**config.mk**
```make
export PLATFORM = sky130hd
export DESIGN_NAME = trap_annot
export DESIGN_NICKNAME = d
export VERILOG_FILES = /design/src/rtl/trap_annot_pkg.sv /design/src/rtl/trap_hold.sv /design/src/rtl/dbg_hold.sv /design/src/rtl/rec_pack.sv /design/src/rtl/trap_annot.sv
export SDC_FILE = /design/constraint.sdc
export NUM_CORES = 1
export LEC_CHECK = 0
export BUFFER_PORTS_ARGS = -buffer_cell sky130_fd_sc_hd__buf_2
export CORE_AREA = 2 2 59 61
export CTS_CLUSTER_SIZE = 40
export DETAILED_ROUTE_END_ITERATION = 10
export DIE_AREA = 0 0 61 63
export GPL_TIMING_DRIVEN = 0
export PLACE_DENSITY_LB_ADDON = 0.2
export SETUP_SLACK_MARGIN = 0.02
export SYNTH_ARGS = -nofsm -noshare
export SYNTH_HDL_FRONTEND = slang
export SYNTH_HIERARCHICAL = 1
export SYNTH_SLANG_ARGS = --single-unit
```
**constraint.sdc**
```tcl
create_clock -name clk -period 1.5 [get_ports clk]
set_clock_uncertainty 0.1 [all_clocks]
set_input_delay 0.15 -clock clk [delete_from_list [all_inputs] [get_ports clk]]
set_output_delay 0.15 -clock clk [all_outputs]
set_load 0.02 [all_outputs]
```
**src/rtl/trap_annot_pkg.sv**
```systemverilog
package trap_annot_pkg;
  localparam int REC_ENTRY = 0;
  localparam int REC_EXC   = 1;
  localparam int REC_IRQ   = 2;
  localparam int REC_FLAGS = 3;

  typedef enum logic [1:0] {
    TK_NONE = 2'd0,
    TK_EXC  = 2'd1,
    TK_IRQ  = 2'd2
  } trap_kind_e;
endpackage

```
**src/rtl/trap_hold.sv**
```systemverilog
module trap_hold
  import trap_annot_pkg::*;
#(
  parameter int CAUSE_W = 11
) (
  input  logic               clk,
  input  logic               rst_n,
  input  logic               retire,
  input  logic               exc_take,
  input  logic [CAUSE_W-1:0] exc_cause,
  input  logic               irq_take,
  input  logic [CAUSE_W-1:0] irq_cause,
  output trap_kind_e         pend_kind,
  output logic [CAUSE_W-1:0] pend_cause
);
  trap_kind_e         kind_q;
  logic [CAUSE_W-1:0] cause_q;

  // a new take wins over the clear caused by a retirement in the same cycle
  always_ff @(posedge clk) begin
    if (!rst_n) begin
      kind_q  <= TK_NONE;
      cause_q <= '0;
    end else if (irq_take) begin
      kind_q  <= TK_IRQ;
      cause_q <= irq_cause;
    end else if (exc_take) begin
      kind_q  <= TK_EXC;
      cause_q <= exc_cause;
    end else if (retire) begin
      kind_q  <= TK_NONE;
      cause_q <= '0;
    end
  end

  assign pend_kind  = kind_q;
  assign pend_cause = cause_q;
endmodule

```
**src/rtl/dbg_hold.sv**
```systemverilog
module dbg_hold #(
  parameter int DBG_W = 3
) (
  input  logic             clk,
  input  logic             rst_n,
  input  logic             retire,
  input  logic             dbg_take,
  input  logic [DBG_W-1:0] dbg_code,
  output logic [DBG_W-1:0] pend_code
);
  logic [DBG_W-1:0] code_q;

  always_ff @(posedge clk) begin
    if (!rst_n)        code_q <= '0;
    else if (dbg_take) code_q <= dbg_code;
    else if (retire)   code_q <= '0;
  end

  assign pend_code = code_q;
endmodule

```
**src/rtl/rec_pack.sv**
```systemverilog
module rec_pack
  import trap_annot_pkg::*;
#(
  parameter int CAUSE_W = 11,
  localparam int REC_W  = CAUSE_W + REC_FLAGS
) (
  input  trap_kind_e         kind,
  input  logic [CAUSE_W-1:0] cause,
  output logic [REC_W-1:0]   rec
);
  always_comb begin
    rec = '0;
    if (kind != TK_NONE) begin
      rec[REC_ENTRY]                   = 1'b1;
      rec[REC_EXC]                     = (kind == TK_EXC);
      rec[REC_IRQ]                     = (kind == TK_IRQ);
      rec[REC_W-1:REC_FLAGS]           = cause;
    end
  end
endmodule

```
**src/rtl/trap_annot.sv**
```systemverilog
module trap_annot
  import trap_annot_pkg::*;
#(
  parameter int CAUSE_W = 11,
  parameter int DBG_W   = 3,
  parameter int MODE_W  = 2,
  localparam int REC_W  = CAUSE_W + REC_FLAGS
) (
  input  logic               clk,
  input  logic               rst_n,
  input  logic               ret_valid,
  input  logic               exc_take,
  input  logic [CAUSE_W-1:0] exc_cause,
  input  logic               irq_take,
  input  logic [CAUSE_W-1:0] irq_cause,
  input  logic               dbg_take,
  input  logic [DBG_W-1:0]   dbg_code,
  input  logic [MODE_W-1:0]  cur_mode,
  output logic               ann_valid,
  output logic [REC_W-1:0]   ann_trap,
  output logic [DBG_W-1:0]   ann_dbg,
  output logic [MODE_W-1:0]  ann_mode,
  output logic               ann_halt
);
  trap_kind_e         pend_kind;
  logic [CAUSE_W-1:0] pend_cause;
  logic [DBG_W-1:0]   pend_code;
  logic [REC_W-1:0]   rec_now;

  trap_hold #(.CAUSE_W(CAUSE_W)) u_trap (
    .clk(clk), .rst_n(rst_n), .retire(ret_valid),
    .exc_take(exc_take), .exc_cause(exc_cause),
    .irq_take(irq_take), .irq_cause(irq_cause),
    .pend_kind(pend_kind), .pend_cause(pend_cause)
  );

  dbg_hold #(.DBG_W(DBG_W)) u_dbg (
    .clk(clk), .rst_n(rst_n), .retire(ret_valid),
    .dbg_take(dbg_take), .dbg_code(dbg_code), .pend_code(pend_code)
  );

  rec_pack #(.CAUSE_W(CAUSE_W)) u_pack (
    .kind(pend_kind), .cause(pend_cause), .rec(rec_now)
  );

  always_ff @(posedge clk) begin
    if (!rst_n) begin
      ann_valid <= 1'b0;
      ann_trap  <= '0;
      ann_dbg   <= '0;
      ann_mode  <= '0;
    end else begin
      ann_valid <= ret_valid;
      ann_trap  <= ret_valid ? rec_now   : '0;
      ann_dbg   <= ret_valid ? pend_code : '0;
      ann_mode  <= ret_valid ? cur_mode  : '0;
    end
  end

  assign ann_halt = 1'b0;
endmodule

```
; ---- Word-level counts from Yosys, hierarchy flattened
; Cells that the tools add are included.
[op_classes]
eq_ne = 2
mux = 9
reduce_logical = 7
bitwise_logic = 1
[ops]
columns = operator, n
row1 = $mux W11, 3
row2 = $mux W2, 3
row3 = $mux W3, 2
row4 = $reduce_bool A2 Y1, 3
row5 = $reduce_and A3 Y1, 1
row6 = $reduce_bool A3 Y1, 1
row7 = $eq A2 B1 Y1 const B, 1
row8 = $eq A2 B2 Y1 const B, 1
row9 = $reduce_and A2 Y1, 1
row10 = $reduce_or A2 Y1, 1
row11 = $mux W1, 1
row12 = $not A1 Y1, 1
[word_totals]
reg_bits = 36
out_inout_bits = 21
inputBits = 33

; ---- Longest topological paths before layout
; Gate-level depths: netlist (run 1).
[logic_depth]
ltp_word = 3
depth_mapped = 4

; ---- Modules after synthesis
; Netlist (run 1), hierarchy kept.
[modules_own_cells]
columns = mod, cells_each, area_each_um2, n_inst
row1 = trap_hold, 69, 664.4, 1
row2 = trap_annot, 46, 570.5, 1
row3 = rec_pack, 16, 126.4, 1
row4 = dbg_hold, 9, 123.9, 1

; ---- Least setup slack after synthesis (run 1)
; No wires, ideal clock.
[synth_path]
path_type = flip-flop to flip-flop
startpoint = register, netlist name u_trap/pend_cause[10]
endpoint = register u_trap.cause_q[10], in the netlist u_trap/pend_cause[10]
setup_time_ns = 0.095
path_slack_ns = 0.368
arrival_ns = 0.937
required_ns = 1.305
period_less_slack_ns = 1.132
path_stages_with_launch = 3
n_path_buf = 0
cell_sequence = dfxtp_1 -> or3b_2 -> a221oi_1
[synth_lines]
columns = item, line_no
row1 = "end signal, assigned", trap_hold.sv:26  ; cause_q <= irq_cause;
row2 = "end signal, assigned", trap_hold.sv:29  ; cause_q <= exc_cause;
row3 = "end, declared", trap_hold.sv:17  ; logic [CAUSE_W-1:0] cause_q;

; ---- Worst setup path in the final report (run 1)
[layout_path]
startpoint = input dbg_code[2]
endpoint = register u_dbg.code_q[2], in the netlist u_dbg/pend_code[2]
[layout_between]
elab_chain_len = 1
[layout_lines]
columns = item, line_no
row1 = "start, declared", trap_annot.sv:17  ; input logic [DBG_W-1:0] dbg_code,
row2 = $mux W3, dbg_hold.sv:15  ; else if (dbg_take) code_q <= dbg_code;
row3 = "end signal, assigned", dbg_hold.sv:15
row4 = "end, declared", dbg_hold.sv:11  ; logic [DBG_W-1:0] code_q;
; Every way passes these cells.
; A chain may end at the register's enable or synchronous reset.

==> results of run 1 <==
## timing repair
| action | in CTS | in global routing |
|---|---|---|
| hold endpoints to repair | 16 | 0 |
| setup endpoints to repair | 0 | 2 |
| resized for setup | 0 | 1 |
| hold buffers | 19 | 0 |
## area by class of cell
type | instances | area share [%]
sequential | 36 | 35.7
multi-input combinational | 78 | 30.3
timing repair buffer | 70 | 21.8
buffer | 13 | 5.14
tap | 46 | 2.85
inverter | 13 | 2.41
clock buffer | 5 | 1.86
## synthesized netlist by cell type, drive strengths merged
master | count | share of area (%)
a31o | 3 | 1.8
nand2b | 1 | 0.42
and2b | 1 | 0.59
nor2b | 1 | 0.42
or2 | 1 | 0.42
a21oi | 11 | 3.7
and2 | 1 | 0.51
buf | 11 | 6.5
or3b | 11 | 6.5
a221oi | 11 | 9.0
clkbuf | 2 | 0.51
inv | 13 | 3.3
and3 | 19 | 8.0
and4bb | 3 | 2.5
conb | 1 | 0.25
o21a | 12 | 6.1
nor3b | 1 | 0.51
a211oi | 1 | 0.51
dfxtp | 36 | 49
## per-stage QoR
step,util (%),cell area [µm²],hold slack [ns]
after global placement,55.8,1800,0.276
after global routing,62.6,2020,0.00979
after CTS,62.8,2030,0.0372
after floorplan,-,1490,0.168
final,62.6,2020,0.0111
after detailed placement,55.8,1800,0.281
## layer usage
| layer | vias up | GRT usage, % | part of all wire [%] |
|---|---|---|---|
| met1 | 560 | 23.8 | 44 |
| met3 | 7 | 7.45 | 5.8 |
| met5 | - | 0 | 0 |
| met4 | 0 | 4.89 | 1.4 |
| li1 | 651 | - | - |
| met2 | 41 | 31.6 | 49 |
## registers in the layout, indices dropped and copies added, names as in the netlist
name and count:
u_dbg/pend_code 3, ann_valid 1, ann_mode 2, u_trap/pend_cause 11, u_trap/pend_kind 2, ann_trap 14, ann_dbg 3
## path summary, 6_finish.rpt
| kind | start | to | cells past startpoint |
|---|---|---|---|
| hold reg to reg | u_dbg/pend_code[1]$_SDFFE_PN0P_ | ann_dbg[1]$_SDFF_PN0_ | 1 |
| setup / recovery | dbg_code[2] | u_dbg/pend_code[2]$_SDFFE_PN0P_ | 4 |
| hold / removal | dbg_take | u_dbg/pend_code[0]$_SDFFE_PN0P_ | 2 |
| setup reg to reg | u_dbg/pend_code[2]$_SDFFE_PN0P_ | u_dbg/pend_code[2]$_SDFFE_PN0P_ | 3 |
## power by group
part	total, mW	leakage, nW	internal, mW	switching (mW)
clock network	0.426	0.0230	0.156	0.270
logic	0.274	0.697	0.146	0.127
registers	1.02	0.296	0.996	0.0217
total	1.72	1.02	1.30	0.419
## cell families (layout without fill, tap and decap cells)
logic type             after synthesis  count (layout)  share of synthesized area (%)
AOI/OAI and AO/OA                   38              38                           21.1
buffers and inverters               26             101                           10.3
DFF                                 36              36                           48.5
other                                1               1                          0.252
and+or+nand+nor                     39              39                           19.9
==> out/results.ini, run 1 <==
[outcome]
status = finished, final reports clean

[global_routing]
grt_pass1_wl_mm = 5.51
grt_pass1_vias = 1227
grt_usage_pct = 19.5
grt_max_degree = 11
overflow = 0
antenna_found_initial = 0

[drt]
wl_mm = 3.41
drtAntennaViolNets = 0
dr_total_vias = 1259
first_pass_iters = 4
wire_per_inst_um = 13.1
viasPerCell = 4.82
drc = 0
drtIter0Drc = 26

[logic_synthesis]
synthCells = 140
synth_cell_types = 24
yosys_register_bits = 36
syn_area_um2 = 1490
syn_area_per_cell_um2 = 10.6
ys_warn_count = 6
synth_nets = 173
synth_seq_area_share_pct = 48.5

[power_and_ir_drop]
p_leak_nw = 1.02
peakVddDrop_mv = 0.512
power.density_nw_per_um2 = 849
power_mw = 1.72

[worst_setup_path]
max_stage_delay_ns = 0.55
cp-end-kind = flip-flop
cpMostUsedCell = dlygate4sd3_1
crit_required_ns = 1.62
cpLargestDelayFamily = buffers and inverters
rrSetupSlack_ns = 0.06
crit_arrival_ns = 1.57
path_class = input pin to flip-flop
worst_path_max_delay_cell = dlygate4sd3_1
cp_num_buf_inv = 3
crit_chain = dlygate4sd3_1 > buf_2 > a31o_1 > dlygate4sd3_1
worstPathMaxFanout = 1
cp-start-kind = input pin

[placement]
dp_hpwl_mm = 2.28
post-place-ws_ns = 0.213
place.gp.congestion = 0.768
port_buffers = 52
place_inst = 238

[final_layout]
area_growth_syn_to_layout_pct = 36.1
stdcell_count = 261
fin_nets = 250
num_antenna_cells = 0
final_common_cell = buf_2
final_cell_mix = buf_2, dfxtp_1, and3_1
multi_input_area_um2 = 612
seq_area_um2 = 722
fill_cells = 295
drive_gt1_share_pct = 36.7

[die]
rows = 21
die_w_um = 61
core_area_um2 = 3230
die_h_um = 63
design.die.area_um2 = 3840
start_util_pct = 46.0
io_pins = 54

[clock_tree]
cts-root-buf = clkbuf_4
htree_num_levels = 2
clock_sinks = 36
postCtsSetupBuffers = 0
numCtsBuffers = 5
clk_path_buf_depth = 2
cts_tree = done
clk_latency_ns = 0.33
clk_pin_slew_ns = 0.10

[min_path]
hold_path_class = input pin to flip-flop

[timing]
maxSlewViolCount = 0
rsz0062_at_grt = false
slew_headroom_pct = 58.9
setup_viol_count_final = 0
min_period_over_period_pct = 96.4
tns_ns = 0
worstMarginPinSlew_ns = 0.616
min_period_ns = 1.45
fmax_ghz = 0.692
setup_ws_ns = 0.0543
final_hold_viol_count = 0

[run]
cap_violations = 0

No activity file was read; power rests on OpenSTA's default activity.
==> inputs of run 2 (changes only) <==
--- a/config.mk
+++ b/config.mk
@@ -6,10 +6,10 @@
 export NUM_CORES = 1
 export LEC_CHECK = 0
 export BUFFER_PORTS_ARGS = -buffer_cell sky130_fd_sc_hd__buf_2
-export CORE_AREA = 2 2 59 61
+export CORE_AREA = 4 4 61 63
 export CTS_CLUSTER_SIZE = 40
 export DETAILED_ROUTE_END_ITERATION = 10
-export DIE_AREA = 0 0 61 63
+export DIE_AREA = 0 0 65 67
 export GPL_TIMING_DRIVEN = 0
 export PLACE_DENSITY_LB_ADDON = 0.2
 export SETUP_SLACK_MARGIN = 0.02
==> out/results.ini, run 2 (synthesis results as in run 1) <==
[power_and_ir_drop]
p_leak_nw = 1.04  ; +2.2%
peakVddDrop_mv = 0.804  ; +57%
power.density_nw_per_um2 = 984  ; +16%

[timing]
maxSlewViolCount = 0  ; unchanged
tns_ns = 0  ; unchanged
setup_viol_count_final = 0  ; unchanged
min_period_ns = 1.27  ; -0.174 ns
fin_hold_ws_ns = -0.00788  ; -0.0190 ns
rsz0062_at_grt = false
min_period_over_period_pct = 84.8  ; -12 points
fmax_ghz = 0.786  ; +14%
slew_headroom_pct = 58.5  ; -0.40 points
worstMarginPinSlew_ns = 0.622  ; +0.00601 ns
final_hold_viol_count = 2  ; +2

[global_routing]
grt_pass1_wl_mm = 5.80  ; +5.1%
overflow = 0  ; unchanged
antenna_found_initial = 0  ; unchanged
grt_pass1_vias = 1286  ; +4.8%
grt_max_degree = 12  ; +1
grt_usage_pct = 17.6  ; -1.8 points

[die]
rows = 21  ; unchanged
die_h_um = 67  ; +6.3%
io_pins = 54  ; unchanged
die_w_um = 65  ; +6.6%
design.die.area_um2 = 4360  ; +13%
core_area_um2 = 3230  ; unchanged
start_util_pct = 46.0  ; unchanged

[placement]
port_buffers = 52  ; unchanged
place.gp.congestion = 0.780  ; +1.6%
dp_hpwl_mm = 2.36  ; +3.3%

[worst_setup_path]
cp-start-kind = flip-flop
worstPathMaxFanout = 2  ; +1
crit_required_ns = 1.65  ; +0.03 ns
cp-end-kind = flip-flop
crit_arrival_ns = 1.42  ; -0.15 ns
path_class = flip-flop to flip-flop

[clock_tree]
htree_num_levels = 2  ; unchanged
cts-root-buf = clkbuf_4
clock_sinks = 36  ; unchanged
clk_path_buf_depth = 2  ; unchanged
numCtsBuffers = 5  ; unchanged
cts_tree = done
clk_pin_slew_ns = 0.12  ; +0.02 ns
clk_latency_ns = 0.34  ; about the same

[final_layout]
regMostFlops = ann_trap
seq_area_um2 = 724  ; +0.35%
largest_reg_flops = 14  ; unchanged
final_common_cell = buf_2
fin_nets = 249  ; -0.40%
multi_input_area_um2 = 612  ; unchanged
fin_util_pct = 64.0  ; +1.5 points
num_antenna_cells = 0  ; unchanged
drive_gt1_share_pct = 39.2  ; +2.4 points
final_cell_mix = buf_2, dfxtp_1, and3_1
area_growth_syn_to_layout_pct = 39.3
fill_cells = 299  ; +1.4%

[drt]
drtAntennaViolNets = 0  ; unchanged
dr_total_vias = 1258  ; -0.079%
wl_mm = 3.35  ; -1.7%
wire_per_inst_um = 12.7  ; -2.5%
drc = 0  ; unchanged
drtIter0Drc = 26  ; unchanged
viasPerCell = 4.78  ; -0.84%
first_pass_iters = 4  ; unchanged

[min_path]
hold_path_class = input pin to flip-flop

[outcome]
violations = hold timing
status = finished, violations left

[run]
cap_violations = 0  ; unchanged

## run 2: layout make-up
| type | instances | share of cell area [%] |
|---|---|---|
| plain buffers | 13 | 5.02 |
| clock buffers | 7 | 3.14 |
| clock inverters | 1 | 1.45 |
| inverters | 13 | 2.36 |
| multi-input cells | 78 | 29.6 |
| flip-flops and latches | 36 | 35.0 |
| well taps | 46 | 2.78 |
| repair buffers | 69 | 20.7 |
## run 2: report_power, final
group | total [mW] | internal (mW) | switching (mW) | leakage, nW
logic | 0.271 | 0.145 | 0.126 | 0.690
registers | 1.02 | 0.996 | 0.0205 | 0.296
clock network | 0.749 | 0.443 | 0.307 | 0.0515
## run 2: critical path: stages, from the launching register on
cell      delay, ns
dfxtp_1        0.38
or3b_2         0.45
a221oi_1       0.25
## run 2: worst paths after layout
check	depth (start not counted)	to	from	slack, ns
worst max-delay path	2	u_trap/pend_cause[4]$_SDFFE_PN0P_	u_trap/pend_cause[4]$_SDFFE_PN0P_	0.23
worst min-delay path	2	u_dbg/pend_code[1]$_SDFFE_PN0P_	dbg_take	-0.008
worst max register to register	2	u_trap/pend_cause[4]$_SDFFE_PN0P_	u_trap/pend_cause[4]$_SDFFE_PN0P_	0.23
worst min register to register	1	ann_dbg[1]$_SDFF_PN0_	u_dbg/pend_code[1]$_SDFFE_PN0P_	0.40
## run 2: timing repair
item / 4_1_cts / 5_1_grt
endpoints found under the setup margin: 0 / 3
hold buffers: 19 / 0
resized for setup: 0 / 3
setup buffers: 0 / 1
endpoints found under the hold margin: 16 / 0
## run 2: metal layers
metal / track usage [%] / wire length, µm
met1: 22.4 / 1500
met2: 28.0 / 1620
met3: 4.38 / 165
met4: 7.92 / 61
met5: 0 / 0
## run 2: stage by stage
| stage | hold WS, ns | instances | area, µm² | total power, mW | worst slack [ns] |
|---|---|---|---|---|---|
| floorplan | 0.168 | 140 | 1490 | 1.18 | 0.368 |
| global placement | 0.276 | 238 | 1800 | 1.26 | 0.248 |
| detailed placement | 0.282 | 238 | 1800 | 1.27 | 0.219 |
| CTS | 0.0188 | 265 | 2090 | 2.05 | 0.0626 |
| global route | 0.0193 | 263 | 2070 | 2.13 | 0.151 |
| finish | -0.00788 | 263 | 2070 | 2.04 | 0.228 |
==> inputs of run 3 (changes only) <==
--- a/config.mk
+++ b/config.mk
@@ -5,11 +5,12 @@
 export SDC_FILE = /design/constraint.sdc
 export NUM_CORES = 1
 export LEC_CHECK = 0
+export ABC_AREA = 1
 export BUFFER_PORTS_ARGS = -buffer_cell sky130_fd_sc_hd__buf_2
-export CORE_AREA = 4 4 61 63
+export CORE_AREA = 4 4 62 64
 export CTS_CLUSTER_SIZE = 40
 export DETAILED_ROUTE_END_ITERATION = 10
-export DIE_AREA = 0 0 65 67
+export DIE_AREA = 0 0 66 68
 export GPL_TIMING_DRIVEN = 0
 export PLACE_DENSITY_LB_ADDON = 0.2
 export SETUP_SLACK_MARGIN = 0.02
==> constraint.sdc (replaced) <==
create_clock -name clk -period 1.3 [get_ports clk]
set_clock_uncertainty 0.1 [all_clocks]
set_input_delay 0.13 -clock clk [delete_from_list [all_inputs] [get_ports clk]]
set_output_delay 0.13 -clock clk [all_outputs]
set_load 0.02 [all_outputs]
==> out/results.ini, run 3 <==
[placement]
place.gp.congestion = 0.732  ; -6.1%
place_inst = 309  ; +30%
dpl-instance-area_um2 = 1840  ; +1.9%
port_buffers = 52  ; unchanged
dp_hpwl_mm = 2.06  ; -13%
post-place-ws_ns = 0.270  ; +0.0513 ns

[logic_synthesis]
syn_area_per_cell_um2 = 7.20  ; -32%
synth_seq_area_share_pct = 47.4  ; -1.1 points
yosys_register_bits = 36  ; unchanged
syn_area_um2 = 1520  ; +2.4%
ys.flop_type = dfxtp_1
synth_area_leaders = dfxtp_1, inv_1, nor2_1
ys_warn_count = 6  ; unchanged
synth_edf_count = 0  ; unchanged
yosysTopAreaCellShare_pct = 47.4  ; -1.1 points
synth_cell_types = 15  ; -38%
synth_nets = 244  ; +41%
synthCells = 211  ; +51%
synth_common_cells = inv_1, dfxtp_1, nor2_1
synth_most_common_cell = inv_1
synth.largest_area_cell = dfxtp_1
synth-async-reset-ratio_pct = 0  ; unchanged

[timing]
tns_ns = 0  ; unchanged
rsz0062_at_grt = false
setup_ws_ns = 0.227  ; -0.000975 ns
final_hold_viol_count = 0  ; -2
maxSlewViolCount = 0  ; unchanged
fin_hold_ws_ns = 0.0302  ; +0.0381 ns
min_period_ns = 1.07
min_period_over_period_pct = 82.5
setup_viol_count_final = 0  ; unchanged
fmax_ghz = 0.932

[clock_tree]
clk_pin_slew_ns = 0.10  ; -0.02 ns
cts-root-buf = clkbuf_4
clk_path_buf_depth = 2  ; unchanged
cts_tree = done
postCtsSetupBuffers = 0  ; unchanged
ctsResizeCount = 0  ; unchanged
htree_num_levels = 2  ; unchanged
clk_latency_ns = 0.33  ; about the same
clock_sinks = 36  ; unchanged
numCtsBuffers = 5  ; unchanged

[global_routing]
grt_max_degree = 12  ; unchanged
grt_usage_pct = 13.2  ; -4.4 points
antenna_found_initial = 0  ; unchanged
grt_pass1_wl_mm = 4.56  ; -21%
grt_pass1_vias = 1098  ; -15%
overflow = 0  ; unchanged

[final_layout]
fill_cells = 325  ; +8.7%
final_cell_mix = buf_2, inv_1, dfxtp_1
largest_reg_flops = 14  ; unchanged
stdcell_count = 323  ; +23%
fin_util_pct = 59.8  ; -4.2 points
stdcell_area_um2 = 1970  ; -5.0%
drive_gt1_share_pct = 33.2  ; -6.0 points
num_antenna_cells = 0  ; unchanged
fin_nets = 309  ; +24%
regMostFlops = ann_trap
final_common_cell = buf_2
area_growth_syn_to_layout_pct = 29.3

[drt]
drtAntennaViolNets = 0  ; unchanged
first_pass_iters = 4  ; unchanged
dr_total_vias = 1287  ; +2.3%
wire_per_inst_um = 8.42  ; -34%
viasPerCell = 3.98  ; -17%
wl_mm = 2.72  ; -19%
drc = 0  ; unchanged
drtIter0Drc = 37  ; +42%

[power_and_ir_drop]
peakVddDrop_mv = 0.436  ; -46%
seqPwrFrac_pct = 56.7  ; +6.8 points
p_sw_mw = 0.521  ; +15%
power.density_nw_per_um2 = 1040  ; +5.9%
intPower_mw = 1.53  ; -3.5%
p_leak_nw = 1.00  ; -3.5%
power_mw = 2.05  ; +0.57%
power.switching_fraction_pct = 25.4  ; +3.2 points
p_comb_share_pct = 13.9  ; +0.6 points
pwr-share-clk_pct = 29.3  ; -7.5 points

[die]
design.die.area_um2 = 4490  ; +3.1%
die_w_um = 66  ; +1.5%
start_util_pct = 46.3  ; +0.33 points
core_area_um2 = 3280  ; +1.6%
rows = 21  ; unchanged
io_pins = 54  ; unchanged
die_h_um = 68  ; +1.5%

[worst_setup_path]
cp-start-kind = input pin
cp-end-kind = flip-flop
worstPathMaxFanout = 13  ; +11
crit_required_ns = 1.41  ; -0.24 ns
path_class = input pin to flip-flop
crit_arrival_ns = 1.19  ; -0.23 ns

[run]
cap_violations = 0  ; unchanged

[outcome]
status = finished, final reports clean

[min_path]
hold_path_class = input pin to flip-flop

==> run 3: cell families (layout without fill, tap and decap cells) <==
kind of cell / Yosys count / after routing / synth area share (%)
other cells: 1 / 1 / 0.247
simple gates: 99 / 99 / 29.9
flops: 36 / 36 / 47.4
buf+inv: 59 / 125 / 17.2
compound gates: 16 / 16 / 5.27
==> run 3: what timing repair did <==
action,in CTS,in global routing
hold endpoints to repair,5,0
setup endpoints to repair,0,6
hold buffers,7,0
==> run 3: worst paths after layout <==
| check | startpoint | end | slack, ns | cells past startpoint |
|---|---|---|---|---|
| hold / removal | irq_cause[3] | u_trap/pend_cause[3]$_SDFFE_PN0P_ | 0.03 | 5 |
| setup reg to reg | u_trap/pend_kind[1]$_SDFFE_PN0P_ | ann_trap[3]$_SDFF_PN0_ | 0.26 | 5 |
| setup / recovery | rst_n | u_trap/pend_kind[0]$_SDFFE_PP0P_ | 0.23 | 4 |
| hold reg to reg | u_dbg/pend_code[1]$_SDFFE_PN0P_ | ann_dbg[1]$_SDFF_PN0_ | 0.35 | 2 |
==> run 3: layout make-up <==
cell class | count | area, µm² | share of cell area [%]
Buffer | 9 | 73.8 | 3.76
Clock buffer | 6 | 51.3 | 2.61
Clock inverter | 2 | 10.0 | 0.509
Inverter | 49 | 184 | 9.36
Multi-Input combinational cell | 116 | 538 | 27.4
Sequential cell | 36 | 721 | 36.7
Tap cell | 46 | 57.6 | 2.93
Timing Repair Buffer | 59 | 330 | 16.8
==> run 3: power groups by stage <==
stage	registers [mW]	clock network [mW]	logic, mW
2_1_floorplan	1.20	0	0.163
3_3_place_gp	1.19	0	0.269
3_5_place_dp	1.19	0	0.272
4_1_cts	1.16	0.614	0.289
5_1_grt	1.17	0.672	0.328
6_report	1.16	0.601	0.286
==> run 3: routing by layer <==
layer  global-route usage [%]  routed length (µm)  part of all wire, %  up-vias
li1                         -                   -                    -      732
met1                     16.5                1270                   47      513
met2                     21.8                1190                   44       38
met3                     2.96                 203                  7.5        4
met4                     6.09                  52                  1.9        0
met5                        0                   0                    0        -
==> run 3: critical path: stages <==
cell           delay [ns]
dlygate4sd3_1        0.53
buf_2                0.14
inv_1                0.30
nor3_1               0.09
